### src/rtl/adc_seq.sv
module adc_seq #(
  parameter int DW = 10,
  parameter int SW = 4,
  parameter int WW = 24,
  parameter int LW = 8,
  parameter int NW = 16
) (
  input  logic          clk,
  input  logic          rst_n,
  input  logic          enable,
  input  logic          soft_rst,
  input  logic          oneshot,
  input  logic          lp_mode,
  input  logic [SW-1:0] settle_cyc,
  input  logic [WW-1:0] wake_cyc,
  input  logic [LW-1:0] lp_need,
  input  logic [NW-1:0] np_need,
  output logic          adc_pd,
  output logic [1:0]    adc_sel,
  input  logic          adc_valid,
  input  logic [DW-1:0] adc_data,
  input  logic [1:0]    filt_match,
  output logic [DW-1:0] ch0_val,
  output logic [DW-1:0] ch1_val,
  output logic [DW-1:0] ch0_evt,
  output logic [DW-1:0] ch1_evt,
  output logic          match_evt,
  output logic          oneshot_done
);

  typedef enum logic [2:0] {S_IDLE, S_WARM, S_CH0, S_CH1, S_SLEEP, S_HALT} st_t;

  st_t st;
  logic [WW-1:0] tmr;
  logic [LW-1:0] lp_cnt;
  logic [NW-1:0] np_cnt;
  logic          np_ph;
  logic          m0;

  wire pair_ok   = m0 & filt_match[1];
  wire warm_done = ({1'b0, tmr} + (WW+1)'(1)) >= (WW+1)'(settle_cyc);
  wire wake_done = ({1'b0, tmr} + (WW+1)'(1)) >= {1'b0, wake_cyc};
  wire lp_hit    = ({1'b0, lp_cnt} + (LW+1)'(1)) >= {1'b0, lp_need};
  wire np_hit    = ({1'b0, np_cnt} + (NW+1)'(1)) >= {1'b0, np_need};

  assign adc_pd  = (st == S_IDLE) || (st == S_SLEEP) || (st == S_HALT);
  assign adc_sel = {st == S_CH1, st == S_CH0};

  always_ff @(posedge clk or negedge rst_n) begin
    if (!rst_n) begin
      st           <= S_IDLE;
      tmr          <= '0;
      lp_cnt       <= '0;
      np_cnt       <= '0;
      np_ph        <= 1'b0;
      m0           <= 1'b0;
      ch0_val      <= '0;
      ch1_val      <= '0;
      ch0_evt      <= '0;
      ch1_evt      <= '0;
      match_evt    <= 1'b0;
      oneshot_done <= 1'b0;
    end else if (!enable || soft_rst) begin
      st           <= S_IDLE;
      tmr          <= '0;
      lp_cnt       <= '0;
      np_cnt       <= '0;
      np_ph        <= 1'b0;
      m0           <= 1'b0;
      match_evt    <= 1'b0;
      oneshot_done <= 1'b0;
    end else begin
      match_evt    <= 1'b0;
      oneshot_done <= 1'b0;
      case (st)
        S_IDLE: begin
          st  <= S_WARM;
          tmr <= '0;
        end
        S_WARM: begin
          if (warm_done) st <= S_CH0;
          else           tmr <= tmr + 1'b1;
        end
        S_CH0: begin
          if (adc_valid) begin
            ch0_val <= adc_data;
            m0      <= filt_match[0];
            st      <= S_CH1;
          end
        end
        S_CH1: begin
          if (adc_valid) begin
            ch1_val <= adc_data;
            tmr     <= '0;
            if (oneshot) begin
              oneshot_done <= 1'b1;
              ch0_evt      <= ch0_val;
              ch1_evt      <= adc_data;
              st           <= S_HALT;
            end else if (lp_mode && !np_ph) begin
              if (pair_ok && lp_hit) begin
                lp_cnt <= '0;
                np_ph  <= 1'b1;
                st     <= S_CH0;
              end else begin
                lp_cnt <= pair_ok ? lp_cnt + 1'b1 : '0;
                st     <= S_SLEEP;
              end
            end else if (pair_ok) begin
              st <= S_CH0;
              if (np_hit) begin
                np_cnt    <= '0;
                match_evt <= 1'b1;
                ch0_evt   <= ch0_val;
                ch1_evt   <= adc_data;
              end else begin
                np_cnt <= np_cnt + 1'b1;
              end
            end else begin
              np_cnt <= '0;
              if (lp_mode) begin
                np_ph <= 1'b0;
                st    <= S_SLEEP;
              end else begin
                st <= S_CH0;
              end
            end
          end
        end
        S_SLEEP: begin
          if (wake_done) begin
            st  <= S_WARM;
            tmr <= '0;
          end else begin
            tmr <= tmr + 1'b1;
          end
        end
        S_HALT:  st <= S_HALT;
        default: st <= S_IDLE;
      endcase
    end
  end

endmodule

### config.mk
export PLATFORM = sky130hd
export DESIGN_NAME = adc_seq
export DESIGN_NICKNAME = d
export VERILOG_FILES = /design/src/rtl/adc_seq.sv
export SDC_FILE = /design/constraint.sdc
export NUM_CORES = 1
export LEC_CHECK = 0
export ABC_AREA = 1
export ABC_CLOCK_PERIOD_IN_PS = 4900
export CAP_MARGIN = 10
export CORE_UTILIZATION = 58
export DETAILED_ROUTE_END_ITERATION = 8
export PLACE_DENSITY = 0.85
export SETUP_SLACK_MARGIN = 0.05
export SYNTH_ARGS = -nofsm -noshare
export SYNTH_HDL_FRONTEND = slang
export SYNTH_SLANG_ARGS = --single-unit
export TNS_END_PERCENT = 50
### constraint.sdc
create_clock -name clk -period 4.9 [get_ports clk]
set_input_delay 0.49 -clock clk [delete_from_list [all_inputs] [get_ports clk]]
set_output_delay 0.49 -clock clk [all_outputs]
set_load 0.01 [all_outputs]
==> results.txt <==
Mean Syn Cell Area - 7.09 µm²
Worst EP required - 5.13 ns
Synth Area in XOR/XNOR - 3.26%
Max clock buf depth - 2
Slew @ Worst Pin - 0.711 ns
Yosys warns - 0
Clock buffer count from CTS - 9
Die width - 109 µm
# resized after CTS - 0
Initial antenna violation count - 0
Buffer count from post-CTS setup fixing - 0
FF-to-FF setup slack - 1.08 ns
Synth top area cells - dfrtp_1 (36%), nand2_1 (18%), ha_1 (9.9%)
Clk sinks - 95
P per Cell Area - 212 nW/µm²
Rel. slew slack - 52.4%
Critical path class - reg -> reg
Outcome - finished clean
Core box area - 11000 µm²
Fin crit period - 3.82 ns
Clock slew at reported path FFs - 0.07 ns
Maxcap violations - 0
Die H - 109 µm
Largest net degree at the start of global routing - 54
DIE AREA - 11900 µm²
Share of cells above drive strength 1 - 5.00%
FF+latch count, synth - 95
Max Slew Vio Count - 0
CTS tree - yes
Setup crit start kind - register
Combinational family with the most area after synthesis - simple AND/OR/NAND/NOR gates
Share of Yosys cell area claimed by the top area cell type - 35.6%
Crit path capture type - register
Final Setup Violations - 0
Post-DP HPWL - 12400 µm
Residual DRC - 0
Worst-path fanout max - 20
CP max stage delay - 0.42 ns
Max rail drop VDD - 0.159 mV
Post-DR vias/cell - 5.23
Arrival time worst endpoint - 4.05 ns
Setup TNS - 0 ns
Hold_buf cts - 0
Commonest non-fill, non-tap cells in the layout - nand2_1 (322), inv_1 (151), clkdlybuf4s50_1 (114)
Lkg Pwr - 0.00438 µW
RSZ-0062 raised after global routing - no
Skew-Pair Late Insertion Delay - 0.34 ns
Achievable Freq - 262 MHz
Cell total after placement - 1183
Synth Area in Simple Gates - 34.1%
# rows - 38
RR Endpoint - ch0_evt[5]$_DFFE_PN0P_
Seq/Total Area, Yosys - 35.6%
Post-synthesis mux area share - 0%
Compound-Gate Fraction of Synth Area - 6.92%
GRT Util Overall - 28.1%
Clock tree root buffer cell - clkbuf_16
Fin crit share - 77.9%
Crit path capture - ch0_evt[5]$_DFFE_PN0P_
Global route total overflow - 0
First-pass DRT Iterations - 5
CP max-delay cell - nand2_1
DR WL/cell - 13.4 µm
Post-Layout Cell Count - 1199
Distinct cell type count after synthesis - 43
Most common cell after layout, fill and taps aside - nand2_1
Ant. Diodes - 0
First-pass GRT wire length - 26200 µm
Hold Path Class - in -> async
# IOs - 116
Number of global-route vias before repair - 5702
CP most frequent cell - nand2_1
CTS H-tree lvls - 3
Area of the mapped netlist - 6680 µm²
Final setup skew - 0.00717 ns
Vias - 6272
Worst Setup SP - np_cnt[1]$_DFFE_PN0P_
Synth Instances - 942
Gpl congestion - 0.991
Depth of the worst register-to-register path - 17
Final Hold Viols - 0
Mapped Nets - 1066
Worst flop-to-flop path startpoint - np_cnt[1]$_DFFE_PN0P_
Yosys top cell by area - dfrtp_1
CP Cell Sequence - ha_1, nand3_1, nor3_2, nand2_1, nor3_1, nand4_1, nor2_1, xor2_1, ha_1, a21oi_1, o211ai_1, nor2_1, nand4_2, nand2_1, nand2_1, nand2_1, nand2_1
Initial DRC Count - 500
PortBufs - 115
Synth-to-Final Area Change - 22.9%
Post-DRT Antenna Nets - 0
Synth Area in Adders - 9.93%
Post-Route WL - 16100 µm
Starting density of the core - 60.5%
Nets - 1178
==> per-layer routing <==
layer | track usage (%) | vias up | part of all wire, %
met5 | 0 | - | 0
met4 | 7.14 | 0 | 1.1
met3 | 4.18 | 17 | 5.2
met2 | 47.9 | 194 | 48
met1 | 37.3 | 2854 | 45
li1 | - | 3207 | -
==> worst min-delay path by stage <==
stage	start	end	slack, ns
after detailed placement	ch1_val[9]$_DFFE_PN0P_	ch1_val[9]$_DFFE_PN0P_	0.47
after global routing	rst_n	tmr[8]$_DFFE_PN0P_	0.17
after floorplan	rst_n	ch0_evt[0]$_DFFE_PN0P_	0.19
after global placement	ch1_val[7]$_DFFE_PN0P_	ch1_val[7]$_DFFE_PN0P_	0.47
final	rst_n	tmr[8]$_DFFE_PN0P_	0.13
after CTS	rst_n	tmr[8]$_DFFE_PN0P_	0.14
==> power breakdown <==
group          leakage (µW)  internal, µW  switching, µW
logic               0.00293           125            120
clock network      0.000131           352            316
registers           0.00132           808           19.4
==> cell usage after synthesis <==
library cell and number:
nor3_1 10, nor3_2 5, inv_1 151, nand4_1 22, nand4_2 1, a211oi_1 1, xor2_1 18, o21ai_0 31
nand2_4 1, and3_4 1, a2111oi_0 1, ha_1 53, o31ai_1 5, xor2_2 1, o21bai_1 4, a21o_1 1
nand2_1 322, nor3b_1 2, a21oi_1 23, buf_6 4, inv_2 3, nand3b_1 8, clkbuf_1 8, o211ai_1 3
xnor2_1 5, nor2_1 66, nor2_2 6, nand3_1 56, o22ai_1 5, a41oi_1 1, a31oi_1 1, o21ai_1 1
and3_1 1, nor2_4 5, o2111ai_1 1, nor4_1 3, a31o_2 1, nand3_2 3, buf_2 5, dfrtp_1 95
a21oi_2 1, nand2_2 6, and2_1 1
==> cell families after synthesis <==
group | after synthesis
AND/OR/NAND/NOR | 519
buffers and inverters | 171
flip-flops | 95
AO/OA/AOI/OAI | 80
adder cells (fa/ha/maj) | 53
XOR/XNOR | 24
==> layout make-up <==
type / count / area [µm²]
clock buffers: 10 / 229
clock inverters: 6 / 52.6
fillers: 919 / 2830
inverters: 154 / 578
multi-input cells: 676 / 3620
flip-flops and latches: 95 / 2380
well taps: 140 / 175
repair buffers: 118 / 1170
==> critical path, delay by kind of cell, from the launching register on <==
family,cells,cell delay (ns)
XOR/XNOR,1,0.22
adder cells (fa/ha/maj),2,0.50
AO/OA/AOI/OAI,2,0.23
flip-flops,1,0.39
AND/OR/NAND/NOR,12,2.34
==> registers in the layout, indices dropped and copies added (netlist names), 3 cells and up <==
name     cells
ch0_evt     10
ch0_val     10
ch1_evt     10
ch1_val     10
lp_cnt       8
np_cnt      16
st           3
tmr         24
==> per-stage QoR <==
step | util, % | instance area (µm²) | hold WS, ns | setup WS (ns) | total power (µW)
detailed placement | 71.8 | 7920 | 0.474 | 1.09 | 1090
global placement | 71.8 | 7920 | 0.470 | 1.25 | 1080
finish | 74.4 | 8200 | 0.128 | 1.08 | 1740
floorplan | - | 6680 | 0.194 | 1.92 | 940
CTS | 74.4 | 8200 | 0.144 | 1.08 | 1750
global route | 74.4 | 8200 | 0.170 | 0.545 | 1820
No activity file was read; power rests on OpenSTA's default activity.
